[config.mk]
export PLATFORM = sky130hd
export DESIGN_NAME = next_pc_unit
export DESIGN_NICKNAME = d
export VERILOG_FILES = /design/src/rtl/next_pc_unit.sv
export SDC_FILE = /design/constraint.sdc
export NUM_CORES = 1
export LEC_CHECK = 0
export BUFFER_PORTS_ARGS = -buffer_cell sky130_fd_sc_hd__buf_2
export CAP_MARGIN = 20
export CORE_MARGIN = 4
export CORE_UTILIZATION = 25
export CTS_CLUSTER_SIZE = 8
export DETAILED_ROUTE_END_ITERATION = 8
export PLACE_DENSITY = 0.53
export SYNTH_ARGS = -nofsm -noshare
export SYNTH_HDL_FRONTEND = slang
export SYNTH_SLANG_ARGS = --single-unit
[constraint.sdc]
create_clock -name clk -period 5.7 [get_ports clk]
set_input_delay 0.285 -clock clk [delete_from_list [all_inputs] [get_ports clk]]
set_output_delay 0.285 -clock clk [all_outputs]
set_load 0.005 [all_outputs]
[src/rtl/next_pc_unit.sv]
module next_pc_unit (
  input  logic        clk,
  input  logic        rst_n,
  input  logic        step_i,
  input  logic [15:0] pc_i,
  input  logic [1:0]  len_i,
  input  logic [2:0]  kind_i,
  input  logic [7:0]  opcode_i,
  input  logic [7:0]  byte1_i,
  input  logic [7:0]  byte2_i,
  input  logic [7:0]  acc_i,
  input  logic [15:0] dptr_i,
  input  logic        taken_i,
  input  logic [7:0]  pop_hi_i,
  input  logic [7:0]  pop_lo_i,
  output logic [15:0] pc_o,
  output logic [15:0] ret_o,
  output logic        valid_o,
  output logic [15:0] tbl_addr_o
);
  localparam logic [2:0] K_SEQ  = 3'd0;
  localparam logic [2:0] K_PAGE = 3'd1;
  localparam logic [2:0] K_LONG = 3'd2;
  localparam logic [2:0] K_REL  = 3'd3;
  localparam logic [2:0] K_IND  = 3'd4;
  localparam logic [2:0] K_RET  = 3'd5;

  logic [15:0] next_seq, target;
  logic [7:0]  rel_off;

  assign next_seq   = pc_i + {14'd0, len_i};
  assign rel_off    = (len_i == 2'd3) ? byte2_i : byte1_i;
  assign tbl_addr_o = (opcode_i[4] ? dptr_i : pc_i + 16'd1) + {8'd0, acc_i};

  always_comb begin
    case (kind_i)
      K_PAGE:  target = {next_seq[15:11], opcode_i[7:5], byte1_i};
      K_LONG:  target = {byte1_i, byte2_i};
      K_REL:   target = taken_i ? next_seq + {{8{rel_off[7]}}, rel_off} : next_seq;
      K_IND:   target = dptr_i + {8'd0, acc_i};
      K_RET:   target = {pop_hi_i, pop_lo_i};
      default: target = next_seq;
    endcase
  end

  always_ff @(posedge clk) begin
    if (!rst_n) begin
      pc_o    <= 16'h0000;
      ret_o   <= 16'h0000;
      valid_o <= 1'b0;
    end else begin
      valid_o <= step_i;
      if (step_i) begin
        pc_o  <= target;
        ret_o <= next_seq;
      end
    end
  end

  assert_idle_hold_R2: assert property (@(posedge clk) disable iff (!rst_n)
    !step_i |=> !valid_o && $stable(pc_o) && $stable(ret_o));

  assert_seq_follow_R4: assert property (@(posedge clk) disable iff (!rst_n)
    step_i && (kind_i == K_SEQ || kind_i > K_RET) |=> pc_o == ret_o);

  assert_page_opcode_R5: assert property (@(posedge clk) disable iff (!rst_n)
    step_i && kind_i == K_PAGE |-> opcode_i[3:0] == 4'b0001);

  assert_page_upper_R5: assert property (@(posedge clk) disable iff (!rst_n)
    step_i && kind_i == K_PAGE |=> pc_o[15:11] == ret_o[15:11] && pc_o[7:0] == $past(byte1_i));

  assert_long_target_R6: assert property (@(posedge clk) disable iff (!rst_n)
    step_i && kind_i == K_LONG |=> pc_o == {$past(byte1_i), $past(byte2_i)});

  assert_not_taken_R8: assert property (@(posedge clk) disable iff (!rst_n)
    step_i && kind_i == K_REL && !taken_i |=> pc_o == ret_o);

  assert_return_load_R10: assert property (@(posedge clk) disable iff (!rst_n)
    step_i && kind_i == K_RET |=> pc_o == {$past(pop_hi_i), $past(pop_lo_i)});
endmodule

==> summary.md, run 1 <==
| Metric | Value |
|---|---|
| Clk root buf | clkbuf_16 |
| Yosys cell types | 70 |
| Post-Synth Simple-Gate Area | 21.4% |
| CTS Buf Count | 5 |
| WP data arrival | 4140 ps |
| PostCTS Resize Cnt | 0 |
| Req. time, crit path | 5840 ps |
| Seq cells post-synth | 33 |
| YS warnings | 0 |
| Area grow syn2layout | 22.5% |
| Setup-failing EPs final | 0 |
| Clock tree from TritonCTS | built |
| Core area | 0.0172 mm^2 |
| Psw | 0.371 mW |
| VDD IR max | 124 uV |
| Pint | 0.618 mW |
| Fillers | 1,898 |
| Worst hold path type | input pin to flip-flop |
| Main combinational cell family by area after synthesis | compound AO/OA/AOI/OAI gates |
| GRT Resource Usage Total | 16.5% |
| Pin count of the biggest net entering global routing | 52 |
| Die Footprint | 0.0198 mm^2 |
| First-pass GRT wire length | 26,400 um |
| Max cap viols | 0 |
| Post-synthesis adder-cell area fraction | 11.5% |
| Synth Area in XOR/XNOR | 10.9% |
| CTS Hold Bufs | 0 |
| Maximum clock frequency | 250 MHz |
| Ports | 138 |
| Post-route cell area | 0.00538 mm^2 |
| Share of the synthesized area in the top cell type | 15.0% |
| Sequential area share after synthesis | 15.0% |
| Initial DRC Count | 287 |
| Final period utilization | 70.2% |
| Clk pwr share | 26.4% |
| Synth Flop Type | dfxtp_1 |
| Cells after Synth | 612 |
| Initial Utilization | 25.5% |
| Initial antenna violation count | 3 |
| Min cycle time layout | 4000 ps |
| Status | complete, no violations |
| PwrDens | 184 mW/mm^2 |
| Bufs on Longest Clock Path | 2 |
| Post-DP HPWL | 13,700 um |
| Sw Ratio | 37.6% |
| DIE WIDTH | 141 um |
| Ys async rst share | 0% |
| RSZ-0062 raised after global routing | no |
| TritonRoute pass-1 iters | 5 |
| Net count after synthesis | 739 |
| Setup CP Type | input pin to flip-flop |
| Port Buf Inserts | 133 |
| Clock transition at path regs | 50 ps |
| Max-slew headroom | 49.8% |
| Tot Pwr | 0.989 mW |
| Yosys top cell by area | dfxtp_1 |
| Place WS | 1510 ps |
| H-tree levels | 2 |
| Final-report hold violation count | 0 |
| Post-synth EDFFs | 0 |
| Rows | 48 |
| Mux cell area share after synthesis | 3.90% |
| Number of vias per cell | 5.15 |
| Die Y | 141 um |
| Sequential share of power | 26.1% |
| Post-synthesis compound-gate area fraction | 32.0% |
| Worst skew pair latency | 270 ps |
| Crit-path max FO | 5 |
| Drt drc | 0 |
| Setup TNS | 0 ps |
| Most common cell after layout, fill and taps aside | buf_2 |
| Setup slack after layout | 1700 ps |
| Num Clock Sinks | 33 |
| Placer Congestion | 0.921 |
| Final Max Tran Viols | 0 |
| Final nets | 851 |
| Post-DP Area | 0.00524 mm^2 |
| Routed wire length | 16,700 um |
| Clock Skews | 0 ps |
| LEAKAGE | 2.30 nW |
| # Post-CTS Setup Buffers | 0 |
| Vias in the first global route | 4,734 |
| GRT overflow | 0 |
| Most frequent cells in the layout | buf_2, nor2_1, o21ai_0, a21oi_1, nand2_1 |
| Mapped cell area | 0.00439 mm^2 |
| Worst setup SP type | input pin |
| Worst Max-Slew Pin Slew | 751 ps |
| Post-Syn Area per Cell | 7.18 um^2 |
| Share of cells above drive strength 1 | 22.7% |
| Power share of the combinational group | 47.5% |
| CP endpoint kind | flip-flop |
| ANT nets after route | 0 |
| Dominant cells by area after synthesis | dfxtp_1, ha_1, xnor2_1 |
| Via count | 4,896 |
| Drt wl/cell | 17.6 um |
[final cells by class]
cell class	count	area, um^2	area share, %
multi-input combinational	519	3500	65.0
timing repair buffer	135	681	12.7
sequential	33	661	12.3
tap	225	282	5.23
clock buffer	7	143	2.65
inverter	30	113	2.09
antenna	1	2.50	0.0465
[power by group through the flow]
stage | registers (mW) | logic (mW) | clock network, mW
floorplan | 0.265 | 0.303 | 0
global placement | 0.262 | 0.465 | 0
detailed placement | 0.263 | 0.465 | 0
CTS | 0.259 | 0.469 | 0.266
global route | 0.261 | 0.527 | 0.276
finish | 0.259 | 0.470 | 0.261
[worst paths after layout]
path                   end  slack, ps  cells after the start  startpoint
setup / recovery  pc_o[15]       1700                     14     pc_i[0]
hold / removal     pc_o[4]        400                      3       rst_n
setup reg to reg  pc_o[14]       4370                      4    pc_o[14]
hold reg to reg    pc_o[1]        460                      2     pc_o[1]
[sequential cells by signal, summed over array words and instances, names as in the netlist]
name / flops
pc_o: 16
ret_o: 16
valid_o: 1
[kinds of logic after synthesis]
family | after synthesis
AO/OA/AOI/OAI | 216
XOR/XNOR | 53
adder cells (fa/ha/maj) | 38
buffers and inverters | 60
flip-flops | 33
multiplexers | 16
AND/OR/NAND/NOR | 196
[metrics by stage]
step,util (%),instances,hold slack (ps)
floorplan,-,612,458
global placement,30.4,942,450
detailed placement,30.4,942,456
CTS,31.2,949,388
global route,31.2,949,398
finish,31.2,950,395
[Yosys cell counts, types with 6 or more instances]
library cell and count:
mux2i_1 9, ha_1 34, xnor2_1 31, a21o_1 9, a211oi_1 25, o211ai_1 7, nor3_1 20, mux2_2 6
nand2b_1 10, a21oi_1 52, inv_1 29, o21ai_0 53, nand2_1 48, o31ai_1 6, o22ai_1 8, nand4_1 11
clkbuf_1 23, nand3_1 20, xor2_1 21, nor2_1 57, dfxtp_1 33, o21a_1 8
[routing by layer]
layer  vias up  track usage (%)  part of all wire [%]
met2       166             25.8                    44
li1       2495                -                     -
met1      2214             23.9                    48
met3        15             3.41                   7.2
met4         6             2.65                   1.0
met5         -                0                  0.17
[critical path, stage by stage]
cell and delay (ps):
buf_2 130, ha_1 230, fa_1 490, nand4_1 130
xor2_1 460, inv_1 130, ha_1 370, a21oi_1 280
o21bai_1 120, a221o_1 320, a311o_1 390, a2111oi_0 530
or4_1 210, o211ai_2 80
Note: power is estimated with default switching activity, not from simulation.
==> inputs of run 2 (changes only) <==
--- a/config.mk
+++ b/config.mk
@@ -5,6 +5,7 @@
 export SDC_FILE = /design/constraint.sdc
 export NUM_CORES = 1
 export LEC_CHECK = 0
+export ABC_AREA = 1
 export BUFFER_PORTS_ARGS = -buffer_cell sky130_fd_sc_hd__buf_2
 export CAP_MARGIN = 20
 export CORE_MARGIN = 4
==> constraint.sdc (replaced) <==
create_clock -name clk -period 4.2 [get_ports clk]
set_input_delay 0.21 -clock clk [delete_from_list [all_inputs] [get_ports clk]]
set_output_delay 0.21 -clock clk [all_outputs]
set_load 0.005 [all_outputs]
==> run 2 against run 1 <==
  * Clock skew did not move
  * Critical path depth is 2 higher
  * Critical path type is now input pin to output port
  * Area after synthesis rose by 7.4%
==> summary.md, run 2 <==
| Metric | Value |
|---|---|
| Final period utilization | 74.1% |
| GRT Resource Usage Total | 17.0% |
| PwrDens | 236 mW/mm^2 |
| Commonest cells post-synth | nand2_1, inv_1, a21oi_1, nand3_1, o21ai_0 |
| Setup-failing EPs final | 0 |
| LEAKAGE | 3.01 nW |
| Antenna diode instance count | 0 |
| VDD IR max | 137 uV |
| Ys async rst share | 0% |
| Drt drc | 0 |
| GRT overflow | 0 |
| Share of the synthesized area in the top cell type | 15.4% |
| First-pass GRT wire length | 29,200 um |
| Top-count cell post-synth | nand2_1 |
| Worst Hold End | pc_o[3] |
| Req. time, crit path | 3990 ps |
| Top Registers | pc_o x16, ret_o x16, valid_o x1 |
| Share of cells above drive strength 1 | 21.7% |
| Bufs on Longest Clock Path | 2 |
| Critical R2R Launch | ret_o[6] |
| Clock tree from TritonCTS | built |
| PostCTS Resize Cnt | 0 |
| Critical path origin | opcode_i[4] |
| Area of the multi-input gates | 0.00352 mm^2 |
| Hold path cells | 3 |
| YS warnings | 0 |
| Status | complete, no violations |
| Rows | 49 |
| Routed wire length | 18,500 um |
| H-tree levels | 2 |
| Max incr delay on CP | 570 ps |
| WP data arrival | 2900 ps |
| Tot Pwr | 1.35 mW |
| TritonRoute pass-1 iters | 5 |
| Final-report hold violation count | 0 |
| Min cycle time layout | 3110 ps |
| Max cap viols | 0 |
| Seq cells post-synth | 33 |
| Post-DP HPWL | 15,600 um |
| Hold Path Origin | pop_lo_i[3] |
| Number of vias per cell | 4.92 |
| Crit-path max FO | 20 |
| Sequential area share after synthesis | 14.0% |
| Most common cell after layout, fill and taps aside | nand2_1 |
| Family with the most delay on the worst path | buffers and inverters |
| Pin count of the biggest net entering global routing | 46 |
| ANT nets after route | 0 |
| Synth Flop Type | dfxtp_1 |
| Initial antenna violation count | 0 |
| Yosys top cell by area | nand2_1 |
| Placer Congestion | 0.940 |
| Crit path cell chain | buf_2, inv_1, nand3_1, nand2_1, ha_1, a21oi_1, inv_1, a31oi_1, o21ai_0, nand3_1, nand2_1, inv_1, nor2_4, nand3_1, xor2_1, buf_2 |
| Ports | 138 |
| Worst Max-Slew Pin Slew | 934 ps |
| Die Y | 145 um |
| Die Footprint | 0.0211 mm^2 |
| Via count | 5,586 |
| Core area | 0.0183 mm^2 |
| Mapped cell area | 0.00472 mm^2 |
| Initial DRC Count | 372 |
| Final Max Tran Viols | 0 |
| Max-slew headroom | 37.5% |
| Reg area | 661 um^2 |
| Area grow syn2layout | 21.5% |
| R2R cell count | 3 |
| Most frequent cells in the layout | nand2_1, buf_2, inv_1, a21oi_1, nand3_1 |
| Num Clock Sinks | 33 |
| Cells after Synth | 784 |
| DIE WIDTH | 145 um |
| Slowest-stage cell, CP | inv_1 |
| Yosys cell types | 52 |
| Clk root buf | clkbuf_16 |
| Post-Syn Area per Cell | 6.02 um^2 |
| Initial Utilization | 25.8% |
| CTS Buf Count | 5 |
| CP endpoint kind | output port |
| Setup TNS | 0 ps |
| Fillers | 2,076 |
| Worst hold path type | input pin to flip-flop |
| Dominant cells by area after synthesis | nand2_1, dfxtp_1, ha_1 |
| Port Buf Inserts | 133 |
| Clock Skews | 0 ps |
| Drt wl/cell | 16.3 um |
| Vias in the first global route | 5,399 |
| Setup slack, reg-to-reg | 3410 ps |
| Worst r2r dst | ret_o[6] |
| Post-synth EDFFs | 0 |
| Clock transition at path regs | 50 ps |
| Net count after synthesis | 911 |
| RSZ-0062 raised after global routing | no |
| Buf/Inv on CP | 5 |
| CTS Hold Bufs | 0 |
| Worst setup SP type | input pin |
| Worst skew pair latency | 270 ps |
| # Post-CTS Setup Buffers | 0 |
| WP depth | 16 |
| Setup CP Type | input pin to output port |
| Final nets | 1,032 |
| Maximum clock frequency | 321 MHz |
[run 2: cell count changes in the layout (fill, tap and decap cells not counted), moves of 9 or more]
cell	previous run	this run
nand2_1	48	193
nand3_1	20	59
a21oi_1	52	63
nor3_1	20	7
mux2i_1	9	0
a211oi_1	25	2
nor2_1	57	44
xnor2_1	31	6
o21ai_1	0	16
inv_2	0	9
nand2b_1	10	0
inv_1	29	106
[run 2: worst max-delay path by stage]
stage,to,slack [ps]
final,tbl_addr_o[14],1090
after global routing,tbl_addr_o[14],810
after CTS,tbl_addr_o[14],1090
after detailed placement,pc_o[15],860
after global placement,pc_o[15],850
after floorplan,pc_o[15],1470
[run 2: metrics by stage]
stage	hold WS (ps)	instances	worst slack [ps]	area [um^2]	util, %
floorplan	386	784	1470	4720	-
global placement	456	1127	846	5590	30.6
detailed placement	456	1127	856	5590	30.6
CTS	302	1135	1090	5730	31.4
global route	318	1135	814	5730	31.4
finish	300	1135	1090	5730	31.4
[run 2: cell type report]
| class | instances | area share, % |
|---|---|---|
| flip-flops and latches | 33 | 11.5 |
| inverters | 117 | 7.67 |
| clock buffers | 6 | 2.25 |
| clock inverters | 2 | 0.175 |
| well taps | 229 | 5.00 |
| repair buffers | 135 | 11.9 |
| multi-input cells | 613 | 61.5 |
[run 2: worst reg2reg max path: stages (launching register included)]
cell and delay, ps:
dfxtp_1 320, o21ai_0 60, or2_2 300, inv_1 50
[run 2: routing by layer]
| layer | routed length, um | share of wire [%] | vias to the layer above | GRT usage (%) |
|---|---|---|---|---|
| met5 | 0 | 0 | - | 0 |
| met4 | 534 | 2.9 | 0 | 5.22 |
| met3 | 996 | 5.4 | 28 | 2.62 |
| met2 | 8410 | 45 | 172 | 28.1 |
| met1 | 8590 | 46 | 2544 | 23.0 |
| li1 | - | - | 2842 | - |
[run 2: kinds of logic (layout without fill, tap and decap cells)]
logic type | after synthesis | after routing | synth area share, %
xor gates and xnor gates | 32 | 32 | 6.39
adders and majority gates | 38 | 38 | 10.7
DFF | 33 | 33 | 14.0
and+or+nand+nor | 360 | 360 | 35.2
buffers and inverters | 138 | 260 | 11.3
muxes | 1 | 1 | 0.239
AOI/OAI and AO/OA | 182 | 182 | 22.1
[run 2: power breakdown]
part / switching, mW / internal, mW / total [mW]
clock: 0.128 / 0.217 / 0.346
combinational: 0.412 / 0.247 / 0.658
sequential: 0.0125 / 0.338 / 0.350
total: 0.552 / 0.802 / 1.35
